`config.mk`:
```
export PLATFORM = sky130hd
export DESIGN_NAME = brk_cmp_bank
export DESIGN_NICKNAME = d
export VERILOG_FILES = /design/src/rtl/brk_pkg.sv /design/src/rtl/brk_regs.sv /design/src/rtl/brk_match.sv /design/src/rtl/brk_cmp_bank.sv
export SDC_FILE = /design/constraint.sdc
export NUM_CORES = 1
export LEC_CHECK = 0
export ABC_CLOCK_PERIOD_IN_PS = 4350
export CAP_MARGIN = 5
export CORE_UTILIZATION = 65
export DETAILED_ROUTE_END_ITERATION = 6
export DONT_BUFFER_PORTS = 1
export GPL_ROUTABILITY_DRIVEN = 0
export PLACE_DENSITY = 0.81
export SYNTH_ARGS = -nofsm -noshare
export SYNTH_HDL_FRONTEND = slang
export SYNTH_SLANG_ARGS = --single-unit
```
`constraint.sdc`:
```
create_clock -name clk_i -period 4.35 [get_ports clk_i]
set_input_delay 0.435 -clock clk_i [delete_from_list [all_inputs] [get_ports clk_i]]
set_output_delay 0.435 -clock clk_i [all_outputs]
set_load 0.02 [all_outputs]
```
`src/rtl/brk_pkg.sv`:
```
package brk_pkg;
  localparam int TAG_HI = 19;
  localparam int TAG_LO = 2;
  localparam int TAG_W  = TAG_HI - TAG_LO + 1;

  typedef struct packed {
    logic             en;
    logic [TAG_W-1:0] tag;
  } brk_entry_t;
endpackage

```
`src/rtl/brk_regs.sv`:
```
module brk_regs
  import brk_pkg::*;
#(
  parameter int N_ENTRY = 32,
  parameter int AW      = 24
) (
  input  logic                       clk_i,
  input  logic                       rst_ni,
  input  logic                       bus_valid_i,
  input  logic                       bus_we_i,
  input  logic [AW-1:0]              addr_i,
  input  logic [7:0]                 wdata_i,
  output logic                       win_hit_o,
  output logic [7:0]                 rdata_o,
  output brk_entry_t [N_ENTRY-1:0]   entries_o
);
  localparam int IDX_W = (N_ENTRY > 1) ? $clog2(N_ENTRY) : 1;

  logic [5:0]       slot;
  logic [1:0]       bsel;
  logic             in_range;
  logic             wr_ok;
  logic [IDX_W-1:0] ridx;
  brk_entry_t       rent;

  assign slot      = addr_i[7:2];
  assign bsel      = addr_i[1:0];
  assign win_hit_o = &addr_i[AW-1:8];
  assign in_range  = {1'b0, slot} < 7'(N_ENTRY);
  assign wr_ok     = bus_valid_i & bus_we_i & win_hit_o & in_range;
  assign ridx      = slot[IDX_W-1:0];

  for (genvar g = 0; g < N_ENTRY; g++) begin : g_ent
    always_ff @(posedge clk_i or negedge rst_ni) begin
      if (!rst_ni) begin
        entries_o[g] <= '0;
      end else if (wr_ok && slot == 6'(g)) begin
        case (bsel)
          2'd0: begin
            entries_o[g].en                  <= wdata_i[7];
            entries_o[g].tag[TAG_W-1:TAG_W-4] <= wdata_i[3:0];
          end
          2'd1: entries_o[g].tag[TAG_W-5:TAG_W-12] <= wdata_i;
          2'd2: entries_o[g].tag[5:0]              <= wdata_i[7:2];
          default: ;
        endcase
      end
    end
  end

  always_comb begin
    rent    = entries_o[ridx];
    rdata_o = '0;
    if (win_hit_o && in_range) begin
      case (bsel)
        2'd0:    rdata_o = {rent.en, 3'b000, rent.tag[TAG_W-1:TAG_W-4]};
        2'd1:    rdata_o = rent.tag[TAG_W-5:TAG_W-12];
        2'd2:    rdata_o = {rent.tag[5:0], 2'b00};
        default: rdata_o = '0;
      endcase
    end
  end
endmodule

```
`src/rtl/brk_match.sv`:
```
module brk_match
  import brk_pkg::*;
#(
  parameter int N_ENTRY = 32
) (
  input  brk_entry_t [N_ENTRY-1:0] entries_i,
  input  logic [TAG_W-1:0]         tag_i,
  output logic                     hit_o
);
  logic [N_ENTRY-1:0] hit_vec;

  for (genvar g = 0; g < N_ENTRY; g++) begin : g_cmp
    assign hit_vec[g] = entries_i[g].en & (entries_i[g].tag == tag_i);
  end

  assign hit_o = |hit_vec;
endmodule

```
`src/rtl/brk_cmp_bank.sv`:
```
module brk_cmp_bank
  import brk_pkg::*;
#(
  parameter int N_ENTRY = 32,
  parameter int AW      = 24
) (
  input  logic          clk_i,
  input  logic          rst_ni,
  input  logic          bus_valid_i,
  input  logic          bus_we_i,
  input  logic [23:0]   addr_i,
  input  logic [7:0]    wdata_i,
  output logic [7:0]    rdata_o,
  output logic          nmi_req_o
);
  brk_entry_t [N_ENTRY-1:0] entries;
  logic                     win_hit;
  logic                     any_hit;

  brk_regs #(.N_ENTRY(N_ENTRY), .AW(AW)) i_regs (
    .clk_i       (clk_i),
    .rst_ni      (rst_ni),
    .bus_valid_i (bus_valid_i),
    .bus_we_i    (bus_we_i),
    .addr_i      (addr_i),
    .wdata_i     (wdata_i),
    .win_hit_o   (win_hit),
    .rdata_o     (rdata_o),
    .entries_o   (entries)
  );

  brk_match #(.N_ENTRY(N_ENTRY)) i_match (
    .entries_i (entries),
    .tag_i     (addr_i[TAG_HI:TAG_LO]),
    .hit_o     (any_hit)
  );

  // one registered pulse per matching bus cycle; window cycles never trap
  always_ff @(posedge clk_i or negedge rst_ni) begin
    if (!rst_ni) nmi_req_o <= 1'b0;
    else         nmi_req_o <= bus_valid_i & ~win_hit & any_hit;
  end
endmodule

```
## Word level (Yosys, flattened, before mapping)

Cells that the tools add are included.

- Magnitude comparators: 2
- Bitwise logic cells: 38
- Equal/unequal tests: 65
- Multiplexer cells: 4
- Reductions and logical operators: 133

Operator list:

| kind | number |
|---|---|
| equality test 18 bit | 32 |
| AND reduction 2 bit | 96 |
| equality test 6 x 5 -> 1 bit, second input constant | 16 |
| binary-select mux 19 bit (select 5 bit) | 1 |
| equality test 6 x 4 -> 1 bit, second input constant | 8 |
| bitwise AND 1 bit | 37 |
| logical AND 1 bit | 33 |
| OR reduction 32 bit | 1 |
| equality test 6 x 3 -> 1 bit, second input constant | 4 |
| case mux 8 bit (3 select lines) | 1 |
| 2-to-1 mux 19 bit | 1 |
| AND reduction 16 bit | 1 |
| equality test 6 x 2 -> 1 bit, second input constant | 2 |
| 2-to-1 mux 8 bit | 1 |
| equality test 6 x 1 -> 1 bit, second input constant | 1 |
| zero test 6 bit | 1 |
| less-than comparator 5 x 6 -> 1 bit, second input constant | 1 |
| less-than comparator 6 bit, second input constant | 1 |
| equality test 2 x 1 -> 1 bit, second input constant | 1 |
| equality test 2 bit, second input constant | 1 |
| zero test 2 bit | 1 |
| NOT 1 bit | 1 |

- Output and inout bits: 9
- Input bits: 36
- Logic and storage cells: 371
- Flip-flop bits (word level): 609

## Longest topological paths before layout

Gate-level depths: netlist of the first run.

- Word-level depth: 5
- Mapped depth: 12

## Modules after synthesis

A second synthesis of the first run with hierarchy kept.

- Cells, all modules: 2692
- Area total of the unflattened synthesis: 35645.4 sq um

By module, submodules not included:

| module | instances | area each (sq um) | cells an instance | seq. area each (sq um) |
|---|---|---|---|---|
| brk_regs | 1 | 28330.9 | 1829 | 15214.6 |
| brk_match | 1 | 7280.7 | 861 | 0.0 |
| brk_cmp_bank | 1 | 33.8 | 2 | 25.0 |

## Worst setup path after synthesis of the first run

No wires, ideal clock.

- Path kind: input to output
- From: input addr_i[2]
- To: output rdata_o[4]
- Buffers on the path: 3
- Required time: 3.915 ns
- Setup slack: 1.439 ns
- Arrival: 2.476 ns
- Cell stages on the path: 7
- Cells stage by stage: buf_6 > buf_4 > buf_2 > mux4_2 > mux4_2 > a221oi_1 > a211oi_1

- Word-level cells in the longest chain between the ends: 4
- Elaborated cells on any way between the ends: 6

Ends and longest elaborated chain:

| element | line | source |
|---|---|---|
| from (decl) | brk_cmp_bank.sv:11 | `input logic [23:0] addr_i,` |
| binary-select mux 19 bit (select 5 bit) | brk_regs.sv:52 | `rent = entries_o[ridx];` |
| 2-to-1 mux 19 bit (not written as such) | brk_regs.sv:52 |  |
| case mux 8 bit (3 select lines) | brk_regs.sv:55 | `case (bsel)` |
| 2-to-1 mux 8 bit (*) | brk_regs.sv:54 | `if (win_hit_o && in_range) begin` |
| to (decl) | brk_cmp_bank.sv:13 | `output logic [7:0] rdata_o,` |

Every way passes the cells marked *; elsewhere a longest branch is shown, timed or not. The select of a mux whose other input is x is not followed.

## Worst setup path in the final report of the first run

- From: register i_regs.entries_o[429] in the netlist's numbering
- To: output rdata_o[5]

- Word-level cells in the longest chain between the ends: 4

Ends and longest elaborated chain:

| element | line | source |
|---|---|---|
| from (decl) | brk_regs.sv:15 | `output brk_entry_t [N_ENTRY-1:0] entries_o` |
| binary-select mux 19 bit (select 5 bit) | brk_regs.sv:52 |  |
| 2-to-1 mux 19 bit (not written as such) | brk_regs.sv:52 |  |
| case mux 8 bit (3 select lines) | brk_regs.sv:55 |  |
| 2-to-1 mux 8 bit | brk_regs.sv:54 |  |

No other way between the ends. The select of a mux whose other input is x is not followed.

==> summary.md, run 1 <==
| Metric | Value |
|---|---|
| Status | `finished, violations left` |
| Failing checks | `DRC, hold timing, slew limit` |
| Fin crit share | `between 80% and 90%` |
| Worst endpoint required time | `around 3900 ps` |
| Hold_buf cts | `16` |
| Finish-stage setup viols | `0` |
| Synth cell types | `38` |
| CP Data Arrival Time | `just over 3000 ps` |
| Pre-Repair DR Iteration Count | `7` |
| Post-route cell area | `37700 µm²` |
| Remaining Overflow, GRT | `0` |
| Num CTS Buffers | `67` |
| Gr usage total | `41.2%` |
| Final Slew Violations | `340` |
| Final min period | `about 3500 ps` |
| Filler Cells Inserted | `3532` |
| Max Used Layer | `met5` |
| Startpoint types | `flop` |
| Synthesis-stage register bit count | `609` |
| Vias in the first global route | `23900` |
| Clock buffer depth | `3` |
| Port bufs | `0` |
| Share of layout cells above drive strength 1 | `around two fifths` |
| Setup Skew | `approximately 21 ps` |
| Peak Freq | `285 MHz` |
| P&R area growth vs syn | `7.43%` |
| Final #Nets | `2520` |
| Die ar. | `around 55000 µm²` |
| Initial detailed-routing violation count | `around 3400` |
| Synthesized area | `~35000 µm²` |
| Initial Util | `between 60% and 70%` |
| Ys Warns | `0` |
| Post-Syn Instances | `2590` |
| Pwr Total | `12.1 mW` |
| Max-cap viol count | `0` |
| DP HPWL | `68400 µm` |
| RSZ-0062 raised after global routing | `false` |
| Top cell type by total area after synthesis | `dfrtp_1` |
| Ports | `45` |
| # rows | `84` |
| Crit. End Element | `primary output` |
| Initial antenna violation count | `5` |
| Leakage | `15.8 nW` |
| Slew Limit Headroom | `-65.2%` |
| Slew @ Worst Pin | `2480 ps` |
| Dominant cells by area after synthesis | `dfrtp_1 43%, mux2_2 20%, xnor2_1 14%` |
| Min Hold Slack | `-477 ps` |
| DR vias | `around 24000` |
| Clk sinks | `609` |
| Post-CTS Resized | `0` |
| Hold Violations, Final | `~450` |
| CTS tree | `yes` |
| Critical path class | `reg -> out` |
| Metal-1 WL | `40700 µm` |
| Worst-Skew Late Latency | `approximately 630 ps` |
| Synth top area share | `approximately 43%` |
| Core area | `between 50000 and 60000 µm²` |
| Worst Hold Class | `in -> async` |
| Worst-path fanout max | `3` |
| DR WL met2 | `46300 µm` |
| Post-CTS setup buffer count | `0` |
| Syn Area/Cell | `approximately 14 µm²` |
| H-tree Lvls | `3` |
| Avg WL per Cell | `approximately 34 µm` |
| Post-route ant nets | `0` |
| Placed cell area | `35100 µm²` |
| EDFF count, synth | `0` |
| Residual DRC count | `20` |
| Power per cell area | `roughly 320 nW/µm²` |
| Total Routed Length | `110000 µm` |
| First-pass GRT wire length | `162000 µm` |
| Worst vdd ir | `0.282 mV` |
| Top_reg_cell synth | `dfrtp_1` |
| Die W | `around 230 µm` |
| Pin count of the biggest net entering global routing | `a little over 600` |
| Ys async rst share | `100%` |
| Vias per cell | `7.31` |
| Net count after synthesis | `2626` |
| Seq/Total Area, Yosys | `43.5%` |
| Setup TNS | `0 ps` |
| CTS clk-pin slew, worst paths | `roughly 60 ps` |
| Die height | `234 µm` |
| Root buffer cell | `clkbuf_16` |
| Metal3 WL | `14400 µm` |
-- placed cells by master, fill, tap and decap left out, types with 18 or more instances in the layout --
cell and count:
nor4_1 36, dfrtp_1 609, nand4_1 172, buf_4 18, nor2_4 36, mux4_2 184
clkinv_2 21, mux2_2 611, clkbuf_16 73, nand2_1 35, xnor2_1 576
-- layout make-up --
type                    count  area (µm²)  area share, %
flip-flops and latches    609       15200           40.5
well taps                 688         861           2.29
diodes                      1        2.50        0.00664
repair buffers             34         455           1.21
multi-input cells        1772       18900           50.1
clock inverters            26         233          0.618
clock buffers              96        2000           5.32
-- metal layers --
metal / up-vias / GRT usage [%]
li1: 9239 / -
met1: 12200 / 55.4
met2: 1671 / 57.4
met3: 417 / 14.4
met4: 10 / 24.7
met5: - / 0
-- synth_stat cells (2+ instances only) --
library cell  number
a211oi_1           2
a21oi_1            4
a221oi_1           3
a22o_1             4
a22oi_1           11
a31oi_1            2
and2_1             7
and3_1             9
buf_1             53
buf_2             60
buf_4             10
buf_6              6
clkbuf_1          79
dfrtp_1          609
mux2_2           611
mux2i_1           11
mux4_2           184
nand2_1           35
nand3_1           15
nand3_2           12
nand3_4            3
nand4_1          172
nor2_1            15
nor2_4            36
nor2_8             4
nor2b_1            8
nor3b_1            2
nor4_1            36
o21ai_0            3
xnor2_1          576
-- kinds of logic (layout without fill, tap and decap cells) --
| group | after synthesis | after routing | synth area share, % |
|---|---|---|---|
| multiplexers | 806 | 806 | 31.8 |
| flip-flops | 609 | 609 | 43.5 |
| XOR/XNOR | 576 | 576 | 14.4 |
| AND/OR/NAND/NOR | 358 | 358 | 6.99 |
| buffers and inverters | 209 | 156 | 2.72 |
| AO/OA/AOI/OAI | 32 | 32 | 0.664 |
| other | 0 | 1 | 0 |
-- flip-flops by register name, indices dropped and copies added (netlist names) --
register          flops
i_regs.entries_o    608
nmi_req_o             1
-- power breakdown --
part	switching, mW	internal [mW]	total [mW]
clock	2.39	3.44	5.83
sequential	0.00000624	5.67	5.67
combinational	0.328	0.293	0.621
total	2.72	9.40	12.1
-- worst paths after layout --
| check | startpoint | end | slack [ps] | cells past startpoint |
|---|---|---|---|---|
| min reg2reg | i_regs.entries_o[436] | i_regs.entries_o[436] | 540 | 1 |
| max in group asynchronous | rst_ni | i_regs.entries_o[497] | 2870 | 0 |
| max | i_regs.entries_o[429] | rdata_o[5] | 840 | 5 |
| min in group clk_i | wdata_i[6] | i_regs.entries_o[430] | 250 | 2 |
| max reg2reg | i_regs.entries_o[13] | nmi_req_o | 1490 | 7 |
| min | rst_ni | i_regs.entries_o[205] | -480 | 0 |
-- critical path, stage by stage (launching register included) --
cell and delay, ps:
dfrtp_1 410, mux4_2 570, mux4_2 470, a22oi_1 580
a211oi_1 210, buf_4 210
-- per-stage QoR --
step	setup slack, ps	std cells	util (%)	hold WS [ps]
floorplan	1440	2590	-	139
global placement	1170	3087	66.3	179
detailed placement	1120	3087	66.3	176
CTS	951	3225	71.1	-477
global route	847	3225	71.1	-492
finish	836	3226	71.1	-477
Note: power is estimated with default switching activity, not from simulation.
==> run 2: changes to the inputs <==
ABC_CLOCK_PERIOD_IN_PS = 3600   (was 4350)
clock period = 3.6 ns   (was 4.35 ns; I/O delays follow)
==> run 2 against run 1 <==
Effect of this change:
- the run still ends with DRC, hold timing, slew limit left
- core utilization up 0.11 points
- sequential power grew 21%
- non-clock buffer count grew 2
- power grew 22%
- clock power up 24%
- design area grew 0.16%
- clock skew fell by 1.0 ps
- routed wire length is 2.4% lower
==> summary.md, run 2 (synthesis results as in run 1) <==
| Metric | Value |
|---|---|
| Final #Nets | `2523 (was 2520)` |
| Residual DRC count | `16 (was 20)` |
| Share of layout cells above drive strength 1 | `39.3% (was 39.1%)` |
| Post-CTS Resized | `0 (unchanged)` |
| Clk sinks | `609 (unchanged)` |
| Area of the multi-input gates | `18900 µm² (unchanged)` |
| CP Data Arrival Time | `3150 ps (was 3080 ps)` |
| Power per cell area | `392 nW/µm² (was 322 nW/µm²)` |
| Fin crit share | `97.4%` |
| Logic pwr share | `4.9% (was 5.1%)` |
| Reg area | `15200 µm² (unchanged)` |
| Pin count of the biggest net entering global routing | `610 (unchanged)` |
| Post-route cell area | `37700 µm² (about the same)` |
| Most used cell, CP | `mux4_2 (unchanged)` |
| Failing checks | `DRC, hold timing, slew limit (unchanged)` |
| Post-CTS setup buffer count | `0 (unchanged)` |
| Commonest non-fill, non-tap cell in the layout | `mux2_2 (unchanged)` |
| Slew @ Worst Pin | `1590 ps (was 2480 ps)` |
| Die W | `234 µm (unchanged)` |
| Clk pwr share | `48.8% (was 48.1%)` |
| Leakage | `15.9 nW (was 15.8 nW)` |
| Core area | `53000 µm² (unchanged)` |
| Most frequent cells in the layout | `611 x mux2_2, 609 x dfrtp_1, 576 x xnor2_1 (unchanged)` |
| Gr usage total | `40.2% (was 41.2%)` |
| Largest register by flop count | `i_regs.entries_o (unchanged)` |
| H-tree Lvls | `3 (unchanged)` |
| Slowest stage delay, CP | `560 ps (was 580 ps)` |
| Worst vdd ir | `0.380 mV (was 0.282 mV)` |
| RSZ-0062 raised after global routing | `false (unchanged)` |
| DP HPWL | `68500 µm (was 68400 µm)` |
| Hold Violations, Final | `609 (was 454)` |
| Initial antenna violation count | `2 (was 5)` |
| Max reg flops | `608 (unchanged)` |
| Min Hold Slack | `-525 ps (was -477 ps)` |
| Avg WL per Cell | `33.1 µm (was 34.0 µm)` |
| DR vias | `23500 (was 23600)` |
| Crit. End Element | `primary output (unchanged)` |
| Setup Skew | `20.0 ps (was 21.0 ps)` |
| Total Routed Length | `107000 µm (was 110000 µm)` |
| Clock buffer depth | `3 (unchanged)` |
| Sequential share of power | `46.3% (was 46.7%)` |
| Worst-Skew Late Latency | `620 ps (was 630 ps)` |
| Final core utilization | `71.2% (was 71.1%)` |
| Status | `finished, violations left (unchanged)` |
| Initial detailed-routing violation count | `3597 (was 3405)` |
| Vias per cell | `7.27 (was 7.31)` |
| CTS clk-pin slew, worst paths | `60 ps (about the same)` |
| Die height | `234 µm (unchanged)` |
| Pre-Repair DR Iteration Count | `7 (unchanged)` |
| Post-route ant nets | `0 (unchanged)` |
| Ports | `45 (unchanged)` |
| Root buffer cell | `clkbuf_16 (unchanged)` |
| Startpoint types | `flop (unchanged)` |
| Top Registers | `i_regs.entries_o (608), nmi_req_o (1) (unchanged)` |
| Setup TNS | `0 ps (unchanged)` |
| Hold_buf cts | `10 (was 16)` |
| Port bufs | `0 (unchanged)` |
| Initial Util | `66.2% (unchanged)` |
| # rows | `84 (unchanged)` |
| Final min period | `3510 ps` |
| Placed cell area | `35200 µm² (was 35100 µm²)` |
| Worst-path cell chain | `mux4_2 > mux4_2 > a22oi_1 > a211oi_1 > buf_4 (unchanged)` |
| Switch share | `22.0% (was 22.4%)` |
| CTS tree | `yes (unchanged)` |
| Worst endpoint required time | `3240 ps (was 3910 ps)` |
| Die ar. | `54900 µm² (unchanged)` |
| Remaining Overflow, GRT | `0 (unchanged)` |
| Internal | `11.5 mW (was 9.40 mW)` |
| Critical path class | `reg -> out (unchanged)` |
| Finish-stage setup viols | `0 (unchanged)` |
| Psw | `3.26 mW (was 2.72 mW)` |
| Vias in the first global route | `23700 (was 23900)` |
| Max-cap viol count | `0 (unchanged)` |
| First-pass GRT wire length | `160000 µm (was 162000 µm)` |
| Final Slew Violations | `112 (was 340)` |
| P&R area growth vs syn | `7.61% (was 7.43%)` |
| Filler Cells Inserted | `3456 (was 3532)` |
| Max stage delay cell, worst path | `mux4_2 (was a22oi_1)` |
| Num CTS Buffers | `68 (was 67)` |
| Worst Hold Class | `in -> async (unchanged)` |
| Peak Freq | `roughly 290 MHz` |
| Slew Limit Headroom | `-6.23% (was -65.2%)` |
| Worst-path fanout max | `3 (unchanged)` |
-- run 2: critical path: cells and delay by family, from the launching register on --
kind	cells	cell delay [ps]
compound gates	2	810
buf+inv	1	240
flops	1	420
mux	2	1070
-- run 2: path summary, 6_finish.rpt --
check / end / cells past startpoint / start / slack (ps)
max in group asynchronous: i_regs.entries_o[598] / 0 / rst_ni / 2870
max reg2reg: nmi_req_o / 7 / i_regs.entries_o[6] / 820
min in group clk_i: i_regs.entries_o[195] / 2 / wdata_i[7] / 210
max: rdata_o[4] / 5 / i_regs.entries_o[496] / 90
min: i_regs.entries_o[227] / 0 / rst_ni / -520
min reg2reg: i_regs.entries_o[18] / 1 / i_regs.entries_o[18] / 550
-- run 2: power groups by stage --
| stage | Sequential, mW | Clock (mW) | Combinational [mW] |
|---|---|---|---|
| CTS | 6.85 | 7.25 | 0.698 |
| detailed placement | 6.97 | 0 | 0.526 |
| floorplan | 6.97 | 0 | 0.734 |
| global placement | 6.97 | 0 | 0.530 |
| finish | 6.85 | 7.21 | 0.721 |
| global route | 6.84 | 7.51 | 0.742 |
-- run 2: metal layers --
layer | part of all wire, % | global-route usage (%) | up-vias
li1 | - | - | 9252
met1 | 38 | 54.6 | 12200
met2 | 43 | 56.9 | 1601
met3 | 12 | 12.7 | 412
met4 | 7.4 | 23.5 | 2
met5 | 0.012 | 0 | -
-- run 2: final cells by class --
cell class / count / share of cell area, %
multi-input cells: 1772 / 50.0
repair buffers: 36 / 1.18
clock buffers: 103 / 5.59
flip-flops and latches: 609 / 40.4
diodes: 1 / 0.00663
well taps: 688 / 2.28
clock inverters: 18 / 0.521
-- run 2: stage by stage --
step | power [mW] | cells | setup slack (ps)
6_report | 14.8 | 3227 | 93.7
5_1_grt | 15.1 | 3226 | 180
4_1_cts | 14.8 | 3226 | 242
3_5_place_dp | 7.50 | 3095 | 657
3_3_place_gp | 7.50 | 3095 | 712
2_1_floorplan | 7.71 | 2590 | 839
